==> config.mk <==
export PLATFORM = sky130hd
export DESIGN_NAME = step_seq_top
export DESIGN_NICKNAME = d
export VERILOG_FILES = /design/src/rtl/step_seq_pkg.sv /design/src/rtl/seq_tick_gen.sv /design/src/rtl/seq_cmd_queue.sv /design/src/rtl/seq_step_engine.sv /design/src/rtl/step_seq_top.sv
export SDC_FILE = /design/constraint.sdc
export NUM_CORES = 1
export LEC_CHECK = 0
export CAP_MARGIN = 20
export CORE_MARGIN = 10
export CORE_UTILIZATION = 60
export CTS_BUF_LIST = sky130_fd_sc_hd__clkbuf_4
export CTS_CLUSTER_SIZE = 16
export DETAILED_ROUTE_END_ITERATION = 12
export DONT_BUFFER_PORTS = 1
export GPL_ROUTABILITY_DRIVEN = 0
export PLACE_DENSITY = 0.86
export SYNTH_ARGS = -nofsm -noshare
export SYNTH_HDL_FRONTEND = slang
export SYNTH_SLANG_ARGS = --single-unit
==> constraint.sdc <==
create_clock -name clk_i -period 13.9 [get_ports clk_i]
set_input_delay 2.78 -clock clk_i [delete_from_list [all_inputs] [get_ports clk_i]]
set_output_delay 2.78 -clock clk_i [all_outputs]
set_load 0.005 [all_outputs]
==> src/rtl/step_seq_pkg.sv <==
package step_seq_pkg;
  localparam int ENTRY_W = 32;
  localparam int CMD_HDR = 2;

  typedef enum logic [2:0] {
    ST_IDLE,
    ST_ENTRY,
    ST_SETUP,
    ST_PULSE,
    ST_WAIT
  } eng_state_e;
endpackage

==> src/rtl/seq_tick_gen.sv <==
module seq_tick_gen #(
  parameter int PRESCALE = 1
) (
  input  logic clk_i,
  input  logic rst_ni,
  output logic tick_o
);
  generate
    if (PRESCALE <= 1) begin : g_direct
      assign tick_o = 1'b1;
    end else begin : g_div
      localparam int PW = $clog2(PRESCALE);
      logic [PW-1:0] div_q;
      always_ff @(posedge clk_i or negedge rst_ni) begin
        if (!rst_ni)                          div_q <= '0;
        else if (div_q == PW'(PRESCALE - 1))  div_q <= '0;
        else                                  div_q <= div_q + 1'b1;
      end
      assign tick_o = (div_q == PW'(PRESCALE - 1));
    end
  endgenerate
endmodule

==> src/rtl/seq_cmd_queue.sv <==
module seq_cmd_queue #(
  parameter int DEPTH = 4,
  parameter int W     = 130
) (
  input  logic         clk_i,
  input  logic         rst_ni,
  input  logic         push_i,
  input  logic         pop_i,
  input  logic         flush_i,
  input  logic [W-1:0] data_i,
  output logic [W-1:0] head_o,
  output logic         full_o,
  output logic         empty_o,
  output logic         overflow_o
);
  localparam int PTR_W = (DEPTH > 1) ? $clog2(DEPTH) : 1;
  localparam int CNT_W = $clog2(DEPTH + 1);

  logic [W-1:0]     mem_q [DEPTH];
  logic [PTR_W-1:0] wr_q, rd_q;
  logic [CNT_W-1:0] cnt_q;
  logic             ovf_q;
  logic             accept, take;

  assign full_o     = (cnt_q == CNT_W'(DEPTH));
  assign empty_o    = (cnt_q == '0);
  assign overflow_o = ovf_q;
  assign head_o     = mem_q[rd_q];
  assign accept     = push_i && !full_o && !flush_i;
  assign take       = pop_i && !empty_o && !flush_i;

  function automatic logic [PTR_W-1:0] nxt(input logic [PTR_W-1:0] p);
    return (p == PTR_W'(DEPTH - 1)) ? '0 : p + 1'b1;
  endfunction

  always_ff @(posedge clk_i) begin
    if (accept) mem_q[wr_q] <= data_i;
  end

  always_ff @(posedge clk_i or negedge rst_ni) begin
    if (!rst_ni) begin
      wr_q  <= '0;
      rd_q  <= '0;
      cnt_q <= '0;
      ovf_q <= 1'b0;
    end else if (flush_i) begin
      wr_q  <= '0;
      rd_q  <= '0;
      cnt_q <= '0;
    end else begin
      if (accept) wr_q <= nxt(wr_q);
      if (take)   rd_q <= nxt(rd_q);
      if (accept && !take)      cnt_q <= cnt_q + 1'b1;
      else if (take && !accept) cnt_q <= cnt_q - 1'b1;
      if (push_i && full_o) ovf_q <= 1'b1;
    end
  end

  a_r9_overflow_sticky: assert property (@(posedge clk_i) disable iff (!rst_ni)
    overflow_o |=> overflow_o);
  a_r9_drop_when_full: assert property (@(posedge clk_i) disable iff (!rst_ni)
    (push_i && full_o && !pop_i && !flush_i) |=> (full_o && overflow_o));
  a_r10_flush_empties: assert property (@(posedge clk_i) disable iff (!rst_ni)
    flush_i |=> empty_o);
  a_r8_pop_needs_data: assert property (@(posedge clk_i) disable iff (!rst_ni)
    pop_i |-> !empty_o);
endmodule

==> src/rtl/seq_step_engine.sv <==
module seq_step_engine
  import step_seq_pkg::*;
#(
  parameter int N_ENTRIES    = 4,
  parameter int PULSE_CYCLES = 100,
  parameter int SETUP_CYCLES = 2,
  parameter int CMD_W        = CMD_HDR + ENTRY_W * N_ENTRIES
) (
  input  logic             clk_i,
  input  logic             rst_ni,
  input  logic             tick_i,
  input  logic             flush_i,
  input  logic             head_valid_i,
  input  logic [CMD_W-1:0] head_i,
  output logic             pop_o,
  output logic [1:0]       step_o,
  output logic [1:0]       dir_o
);
  localparam int IDX_W = (N_ENTRIES > 1) ? $clog2(N_ENTRIES) : 1;
  localparam int CMAX  = (PULSE_CYCLES > SETUP_CYCLES) ? PULSE_CYCLES : SETUP_CYCLES;
  localparam int CNT_W = $clog2(CMAX + 1);
  localparam int IVL_W = ENTRY_W - 1;

  eng_state_e       state_q;
  logic [IDX_W-1:0] idx_q;
  logic [CNT_W-1:0] cnt_q;
  logic [IVL_W-1:0] wcnt_q;
  logic [1:0]       step_q, dir_q;
  logic             mot_q;

  logic [ENTRY_W-1:0] entry_w;
  logic               motor_w, last_w;
  logic [IVL_W-1:0]   ivl_w;

  assign entry_w = head_i[CMD_HDR + ENTRY_W * int'(idx_q) +: ENTRY_W];
  assign motor_w = entry_w[ENTRY_W-1];
  assign ivl_w   = entry_w[IVL_W-1:0];
  assign last_w  = (idx_q == IDX_W'(N_ENTRIES - 1));
  assign step_o  = step_q;
  assign dir_o   = dir_q;

  always_comb begin
    pop_o = 1'b0;
    if (!flush_i) begin
      if (state_q == ST_ENTRY && ivl_w == '0)               pop_o = 1'b1;
      if (state_q == ST_WAIT && wcnt_q == '0 && last_w)     pop_o = 1'b1;
    end
  end

  always_ff @(posedge clk_i or negedge rst_ni) begin
    if (!rst_ni) begin
      state_q <= ST_IDLE;
      idx_q   <= '0;
      cnt_q   <= '0;
      wcnt_q  <= '0;
      step_q  <= '0;
      dir_q   <= '0;
      mot_q   <= 1'b0;
    end else if (flush_i) begin
      state_q <= ST_IDLE;
      idx_q   <= '0;
      wcnt_q  <= '0;
      step_q  <= '0;
    end else begin
      unique case (state_q)
        ST_IDLE: begin
          if (head_valid_i) begin
            idx_q   <= '0;
            state_q <= ST_ENTRY;
          end
        end
        ST_ENTRY: begin
          if (ivl_w == '0) begin
            state_q <= ST_IDLE;
          end else begin
            dir_q[motor_w] <= head_i[motor_w];
            mot_q          <= motor_w;
            cnt_q          <= CNT_W'(SETUP_CYCLES - 1);
            state_q        <= ST_SETUP;
          end
        end
        ST_SETUP: begin
          if (cnt_q == '0) begin
            step_q[mot_q] <= 1'b1;
            cnt_q         <= CNT_W'(PULSE_CYCLES - 1);
            wcnt_q        <= ivl_w;
            state_q       <= ST_PULSE;
          end else begin
            cnt_q <= cnt_q - 1'b1;
          end
        end
        ST_PULSE: begin
          if (tick_i && wcnt_q != '0) wcnt_q <= wcnt_q - 1'b1;
          if (cnt_q == '0) begin
            step_q  <= '0;
            state_q <= ST_WAIT;
          end else begin
            cnt_q <= cnt_q - 1'b1;
          end
        end
        ST_WAIT: begin
          if (wcnt_q == '0) begin
            if (last_w) begin
              state_q <= ST_IDLE;
            end else begin
              idx_q   <= idx_q + 1'b1;
              state_q <= ST_ENTRY;
            end
          end else if (tick_i) begin
            wcnt_q <= wcnt_q - 1'b1;
          end
        end
        default: state_q <= ST_IDLE;
      endcase
    end
  end

  logic [31:0] hi_cnt_q;
  always_ff @(posedge clk_i or negedge rst_ni) begin
    if (!rst_ni)            hi_cnt_q <= '0;
    else if (step_q != '0)  hi_cnt_q <= hi_cnt_q + 1;
    else                    hi_cnt_q <= '0;
  end

  a_r4_single_step: assert property (@(posedge clk_i) disable iff (!rst_ni)
    $onehot0(step_o));
  a_r4_pulse_width: assert property (@(posedge clk_i) disable iff (!rst_ni)
    (step_q == '0 && hi_cnt_q != 0 && !$past(flush_i)) |-> (hi_cnt_q == PULSE_CYCLES));
  a_r10_flush_drops_step: assert property (@(posedge clk_i) disable iff (!rst_ni)
    flush_i |=> (step_o == '0));

  for (genvar m = 0; m < 2; m++) begin : g_chk
    a_r3_dir_setup: assert property (@(posedge clk_i) disable iff (!rst_ni)
      $rose(step_q[m]) |-> (dir_q[m] == $past(dir_q[m]) && dir_q[m] == $past(dir_q[m], 2)));
  end
endmodule

==> src/rtl/step_seq_top.sv <==
module step_seq_top
  import step_seq_pkg::*;
#(
  parameter int N_ENTRIES    = 4,
  parameter int QUEUE_DEPTH  = 4,
  parameter int PULSE_CYCLES = 100,
  parameter int SETUP_CYCLES = 2,
  parameter int PRESCALE     = 1
) (
  input  logic                         clk_i,
  input  logic                         rst_ni,
  input  logic                         cmd_valid_i,
  input  logic [7:0]                   cmd_kind_i,
  input  logic [1:0]                   cmd_dir_i,
  input  logic [ENTRY_W*N_ENTRIES-1:0] cmd_steps_i,
  output logic [1:0]                   step_o,
  output logic [1:0]                   dir_o,
  output logic                         full_o,
  output logic                         empty_o,
  output logic                         overflow_o
);
  localparam int CMD_W = CMD_HDR + ENTRY_W * N_ENTRIES;

  logic             push, stop, pop, tick;
  logic [CMD_W-1:0] head;

  assign stop = cmd_valid_i && (cmd_kind_i != 8'd0);
  assign push = cmd_valid_i && (cmd_kind_i == 8'd0);

  seq_tick_gen #(.PRESCALE(PRESCALE)) u_tick (
    .clk_i (clk_i),
    .rst_ni(rst_ni),
    .tick_o(tick)
  );

  seq_cmd_queue #(.DEPTH(QUEUE_DEPTH), .W(CMD_W)) u_queue (
    .clk_i     (clk_i),
    .rst_ni    (rst_ni),
    .push_i    (push),
    .pop_i     (pop),
    .flush_i   (stop),
    .data_i    ({cmd_steps_i, cmd_dir_i}),
    .head_o    (head),
    .full_o    (full_o),
    .empty_o   (empty_o),
    .overflow_o(overflow_o)
  );

  seq_step_engine #(
    .N_ENTRIES   (N_ENTRIES),
    .PULSE_CYCLES(PULSE_CYCLES),
    .SETUP_CYCLES(SETUP_CYCLES),
    .CMD_W       (CMD_W)
  ) u_engine (
    .clk_i       (clk_i),
    .rst_ni      (rst_ni),
    .tick_i      (tick),
    .flush_i     (stop),
    .head_valid_i(!empty_o),
    .head_i      (head),
    .pop_o       (pop),
    .step_o      (step_o),
    .dir_o       (dir_o)
  );
endmodule

==> results of run 1 <==
logic make-up after synthesis:
kind of cell             after synthesis
buffers and inverters                 84
adder cells (fa/ha/maj)               10
AND/OR/NAND/NOR                      245
flip-flops                           576
multiplexers                         155
AO/OA/AOI/OAI                        208
worst min path at each step:
stage                       from                 to  slack (ns)  cells past startpoint
5_1_grt        u_engine.cnt_q[0]  u_engine.cnt_q[0]        0.55                      1
3_3_place_gp   u_engine.cnt_q[0]  u_engine.cnt_q[0]        0.49                      1
3_5_place_dp   u_engine.cnt_q[0]  u_engine.cnt_q[0]        0.50                      1
2_1_floorplan  u_engine.cnt_q[0]  u_engine.cnt_q[0]        0.47                      1
4_1_cts        u_engine.cnt_q[0]  u_engine.cnt_q[0]        0.52                      1
6_report       u_engine.cnt_q[1]  u_engine.cnt_q[1]        0.52                      1
critical path, delay by kind of cell:
kind | cells | cell delay [ns]
buf+inv | 2 | 1.55
simple gates | 5 | 1.69
stage by stage:
stage | util [%] | cells | instance area [sq um] | worst slack (ns)
3_5_place_dp | 61.7 | 1747 | 23800 | 7.27
2_1_floorplan | - | 1278 | 23300 | 6.68
3_3_place_gp | 61.7 | 1747 | 23800 | 7.50
6_report | 66.6 | 1995 | 25700 | 8.26
5_1_grt | 66.6 | 1995 | 25700 | 8.04
4_1_cts | 66.6 | 1993 | 25700 | 8.15
placed cells by master, fill, tap and decap left out, types with 8 or more instances in the layout:
master	Yosys	routed
nor2b_1	9	8
nand2_1	61	61
a22oi_1	43	43
mux2i_1	31	31
a21oi_1	39	39
nor2_1	70	70
ha_1	9	9
dfrtp_1	56	53
nor3_1	20	20
nor4_1	13	13
and2_1	12	8
a22o_1	10	10
nand3_1	16	16
inv_1	17	17
a221oi_1	14	14
clkinv_1	0	31
mux4_2	120	120
o21ai_0	44	44
clkbuf_4	0	198
buf_4	5	16
edfxtp_1	520	520
a211oi_1	8	8
area by class of cell:
| cell class | instances | share of cell area (%) |
|---|---|---|
| sequential | 576 | 66.3 |
| multi-input combinational | 618 | 23.0 |
| clock buffer | 198 | 5.79 |
| tap | 518 | 2.52 |
| clock inverter | 48 | 1.55 |
| timing repair buffer | 18 | 0.565 |
| inverter | 18 | 0.263 |
| antenna | 1 | 0.00975 |
per-layer routing:
metal	track usage, %	up-vias	routed length (microns)
li1	-	5519	-
met1	26.2	6550	18100
met2	35.6	728	26400
met3	9.38	120	5990
met4	10.0	0	1610
met5	0	-	0
registers in the layout (all words and copies together) (netlist names):
signal / flops
u_queue.mem_q: 520
u_engine.wcnt_q: 31
u_engine.cnt_q: 7
u_engine.state_q: 3
u_queue.cnt_q: 3
u_engine.dir_o: 2
u_engine.idx_q: 2
u_engine.step_o: 2
u_queue.rd_q: 2
u_queue.wr_q: 2
u_engine.mot_q: 1
u_queue.overflow_o: 1
where the power goes:
group	internal, mW	total (mW)	switching, mW
Sequential	1.90	1.91	0.0110
Combinational	0.0210	0.0476	0.0267
Clock	0.790	1.45	0.658
synth_stat cells (14+ instances only):
cell type	instances
nand3_1	16
clkbuf_1	40
mux4_2	120
nor3_1	20
nor2_1	70
o21ai_0	44
edfxtp_1	520
inv_1	17
dfrtp_1	56
nand2_1	61
a221oi_1	14
a22oi_1	43
a21oi_1	39
mux2i_1	31
==> results.md, run 1 <==
* IO Count at 148
* Yosys Warn Count at 0
* Crit path arrival time at 6.06 ns
* Async SR Flop Fraction at 9.72%
* Post-synth top flop: edfxtp_1
* Total setup buffers inserted after CTS at 0
* Area taken by multi-input logic gates at 5900 sq um
* Post-DRT Antenna Nets at 0
* Crit-path most repeated cell: buf_4
* Area fraction in and, or, nand and nor cells after synthesis at 5.27%
* Area growth, synth to finish at 10.1%
* Number of max-cap violations at 0
* Starting Density at 60.5%
* Multiplexer area fraction after synthesis at 13.2%
* Cts bufs inserted at 141
* Startpoint Class: primary input
* Mapped Area at 23300 sq um
* Fin nets at 1524
* First-pass GRT wire length at 79.8 mm
* Number of global-route vias before repair at 13300
* Routed vias at 12900
* FF+latch count, synth at 576
* Netlist cell types at 76
* Number of flops mapped to enable cells by yosys at 520
* CTS root buf: clkbuf_4
* Synth top area share at 67.0%
* Cell Pwr Density at 133 nW/um^2
* Reg area at 17000 sq um
* First-pass detailed-route iteration total at 7
* CP max stage delay at 0.80 ns
* Dpl hpwl at 31.9 mm
* GR Util All Layers at 22.3%
* Adder-Cell Fraction of Synth Area at 0.569%
* Worst Tran Pin Value at 1.08 ns
* Initial drt markers at 1377
* Clk_skew at 0.0677 ns
* Layout cells sized above 1 at 26.3%
* TNS Setup at 0 ns
* Chip height at 217 microns
* Largest cells by area after synthesis: edfxtp_1, mux4_2, dfrtp_1
* Drt wl/cell at 26.1 microns
* Cell Rows at 72
* Synth Area in Compound Gates at 6.17%
* Status: finished, final reports clean
* XOR/XNOR Fraction of Synth Area at 0%
* Full die area at 47200 sq um
* WHS at 0.520 ns
* Tot Pwr at 3.40 mW
* Peak VDD IR at 0.124 mV
* Final Slew Violations at 0
* P_leak at 8.36 nW
* Longest Clk Path Bufs at 3
* Yosys top cell by area: edfxtp_1
* Critical path type: in -> reg
* Largest family of logic cells by synthesized area: multiplexers
* Die W at 217 microns
* Reg-to-reg endpoint: u_queue.cnt_q[1]
* Setup crit end: u_queue.mem_q[0][41]
* Clock transition at the registers of the reported paths at 0.06 ns
* Syn Inst Count at 1278
* Worst setup EP type: register
* Syn Area/Cell at 18.2 sq um
* Hold Fails Final Rpt at 0
* Crit path required time at 14.32 ns
* Worst path cell trace: nor4_1 -> and2_1 -> nand2_1 -> nor2_1 -> and2_4 -> buf_4 -> buf_4
* Initial antenna violation count at 1
* Worst hold-check path type: reg -> reg
* Register area share after synthesis at 73.0%
* Startpoint of the worst register-to-register path: u_queue.rd_q[0]
* Largest net degree at the start of global routing at 134
* CTS sink count at 576
* Clk_lat worst skew at 0.85 ns
* Vias/cell at 6.47
* Slew HR at 26.1%
* CTS hold repair buffers at 0
* Drt total wl at 52.1 mm
* FMAX at 0.177 GHz
* # fillers at 2506
* Reg2Reg Setup Slack at 8.35 ns
* RSZ-0062 raised after global routing: no
* DRC Markers at 0
* Core area at 38600 sq um
* Max H-tree Level at 4
* R2R cell count at 10
* Final setup fails at 0
* Crit path time final at 5.64 ns
* CTS tree: done
* Port Buffers at 0
* Tcrit/Tclk final at 40.6%
* CP startpoint: cmd_kind_i[5]
* Worst-path fanout max at 65
* Syn nets at 1429
* Cts repair resizes at 0
* Remaining Overflow, GRT at 0
* CP max stage cell: buf_4
Note: power is estimated with default switching activity, not from simulation.
==> run 2: changes to the inputs <==
==> constraint.sdc (replaced) <==
create_clock -name clk_i -period 5.8 [get_ports clk_i]
set_input_delay 1.16 -clock clk_i [delete_from_list [all_inputs] [get_ports clk_i]]
set_output_delay 1.16 -clock clk_i [all_outputs]
set_load 0.005 [all_outputs]
==> run 2 against run 1 <==
Via count down 0.54%. First-iteration DRC count up 9.7%. Clock-buffer cell count decreased by 2. Clock power is 130% higher. Hold slack got worse by 0.34 ns. Clock skew barely moved. Sequential share of layout area decreased by 0.35 points. Sequential cell count unchanged. Largest cell class unchanged. Largest power group unchanged. Total power rose by 130%. Critical path depth increased by 4.
==> results.md, run 2 (same netlist as run 1, synthesis figures left out) <==
* Status: finished, final reports clean
* Startpoint of the worst register-to-register path: u_queue.rd_q[1]
* Crit path required time at 6.51 ns
* TNS Setup at 0 ns
* Slew HR at 39.2%
* Worst-path fanout max at 48
* Cts repair resizes at 0
* Worst Tran Pin Value at 0.912 ns
* RSZ-0062 raised after global routing: no
* Final setup fails at 0
* Reg2Reg Setup Slack at 1.14 ns
* Crit path time final at 4.66 ns
* Clock transition at the registers of the reported paths at 0.06 ns
* Area growth, synth to finish at 10.7%
* First-pass detailed-route iteration total at 6
* Chip height at 217 microns
* Initial antenna violation count at 1
* Drt total wl at 50.7 mm
* GR Util All Layers at 21.6%
* First-pass GRT wire length at 77.1 mm
* Die W at 217 microns
* Cell Pwr Density at 310 nW/um^2
* Leading cell type in the layout, fill and taps excluded: edfxtp_1
* Clk_lat worst skew at 0.83 ns
* Clk_skew at 0.0673 ns
* Largest registers: u_queue.mem_q x520, u_engine.wcnt_q x31, u_engine.cnt_q x7
* Tcrit/Tclk final at 80.4%
* Core area at 38600 sq um
* Fin nets at 1536
* CTS root buf: clkbuf_4
* Cell Rows at 72
* Startpoint Class: register
* Number of max-cap violations at 0
* Full die area at 47200 sq um
* Dpl ws at 1.16 ns
* Largest net degree at the start of global routing at 82
* Number of global-route vias before repair at 13000
* Largest Register: u_queue.mem_q
* Remaining Overflow, GRT at 0
* Worst setup EP type: register
* IO Count at 148
* Final worst slack at 1.14 ns
* CTS tree: done
* Crit path arrival time at 5.37 ns
* Routed vias at 12800
* Max reg flops at 520
* Vias/cell at 6.39
* Tot Pwr at 8.00 mW
* Dpl hpwl at 32.6 mm
* Reg-to-reg endpoint: u_queue.cnt_q[1]
* Initial drt markers at 1511
* Drt wl/cell at 25.2 microns
* Longest Clk Path Bufs at 3
* Max H-tree Level at 4
* CTS sink count at 576
* Final Slew Violations at 0
* Peak VDD IR at 0.229 mV
* R2R cell count at 11
* Layout cells sized above 1 at 26.6%
* # fillers at 2488
* P_leak at 8.44 nW
* Critical path type: reg -> reg
* Worst hold-check path type: in -> async
* Post-DRT Antenna Nets at 0
* Port Buffers at 0
* DRC Markers at 0
* Starting Density at 60.5%
* Most frequent cells in the layout: edfxtp_1, clkbuf_4, mux4_2
* Cts bufs inserted at 138
* DP Cell Count at 1759
* FMAX at 0.214 GHz
* Filler-free cell count of the finished design at 2012
* Hold Fails Final Rpt at 0
## run 2: worst max path at each step
stage,from,endpoint,depth (start not counted),slack (ns)
4_1_cts,u_queue.rd_q[0],u_queue.cnt_q[1],11,1.15
5_1_grt,u_queue.rd_q[0],u_queue.cnt_q[1],12,0.80
3_5_place_dp,u_queue.rd_q[0],u_queue.cnt_q[1],11,1.16
3_3_place_gp,u_queue.rd_q[0],u_queue.cnt_q[1],11,1.28
6_report,u_queue.rd_q[1],u_queue.cnt_q[1],11,1.14
2_1_floorplan,cmd_kind_i[1],u_queue.mem_q[1][0],6,0.20
## run 2: area by class of cell
cell class	instances	area [sq um]	share of cell area, %
Antenna cell	1	2.50	0.00970
Multi-Input combinational cell	618	5900	22.9
Sequential cell	576	17000	66.0
Clock inverter	52	343	1.33
Clock buffer	196	1470	5.70
Tap cell	518	648	2.51
Timing Repair Buffer	33	352	1.36
Inverter	18	67.6	0.262
## run 2: worst max-delay path: stages, from the launching register on
cell	delay, ns
dfrtp_4	0.93
buf_4	0.50
mux4_2	0.38
a22o_1	0.26
nor2_2	0.25
o2111ai_2	0.23
nor4_4	0.42
a41oi_2	0.33
and2_1	0.28
fa_1	0.45
or3_1	0.37
o311ai_0	0.09
## run 2: stage by stage
| step | hold slack [ns] | cell area [sq um] | util [%] |
|---|---|---|---|
| finish | 0.175 | 25800 | 66.9 |
| global route | 0.143 | 25800 | 66.9 |
| CTS | 0.0000834 | 25800 | 66.9 |
| detailed placement | 0.502 | 23900 | 62.1 |
| global placement | 0.484 | 23900 | 62.1 |
| floorplan | 0.466 | 23300 | - |
## run 2: power by group
group	switching, mW	internal, mW	total (mW)
clock network	1.51	1.79	3.29
registers	0.0273	4.55	4.58
logic	0.0729	0.0534	0.126
## run 2: metal layers
layer / wire [microns] / global-route usage, %
met3: 5440 / 7.98
met4: 1600 / 8.81
met5: 0 / 0
met2: 25100 / 34.2
met1: 18700 / 26.6
## run 2: repair_timing
action,in CTS,in global routing
hold buffers,2,1
buffers inserted,0,0
endpoints found under the hold margin,42,11
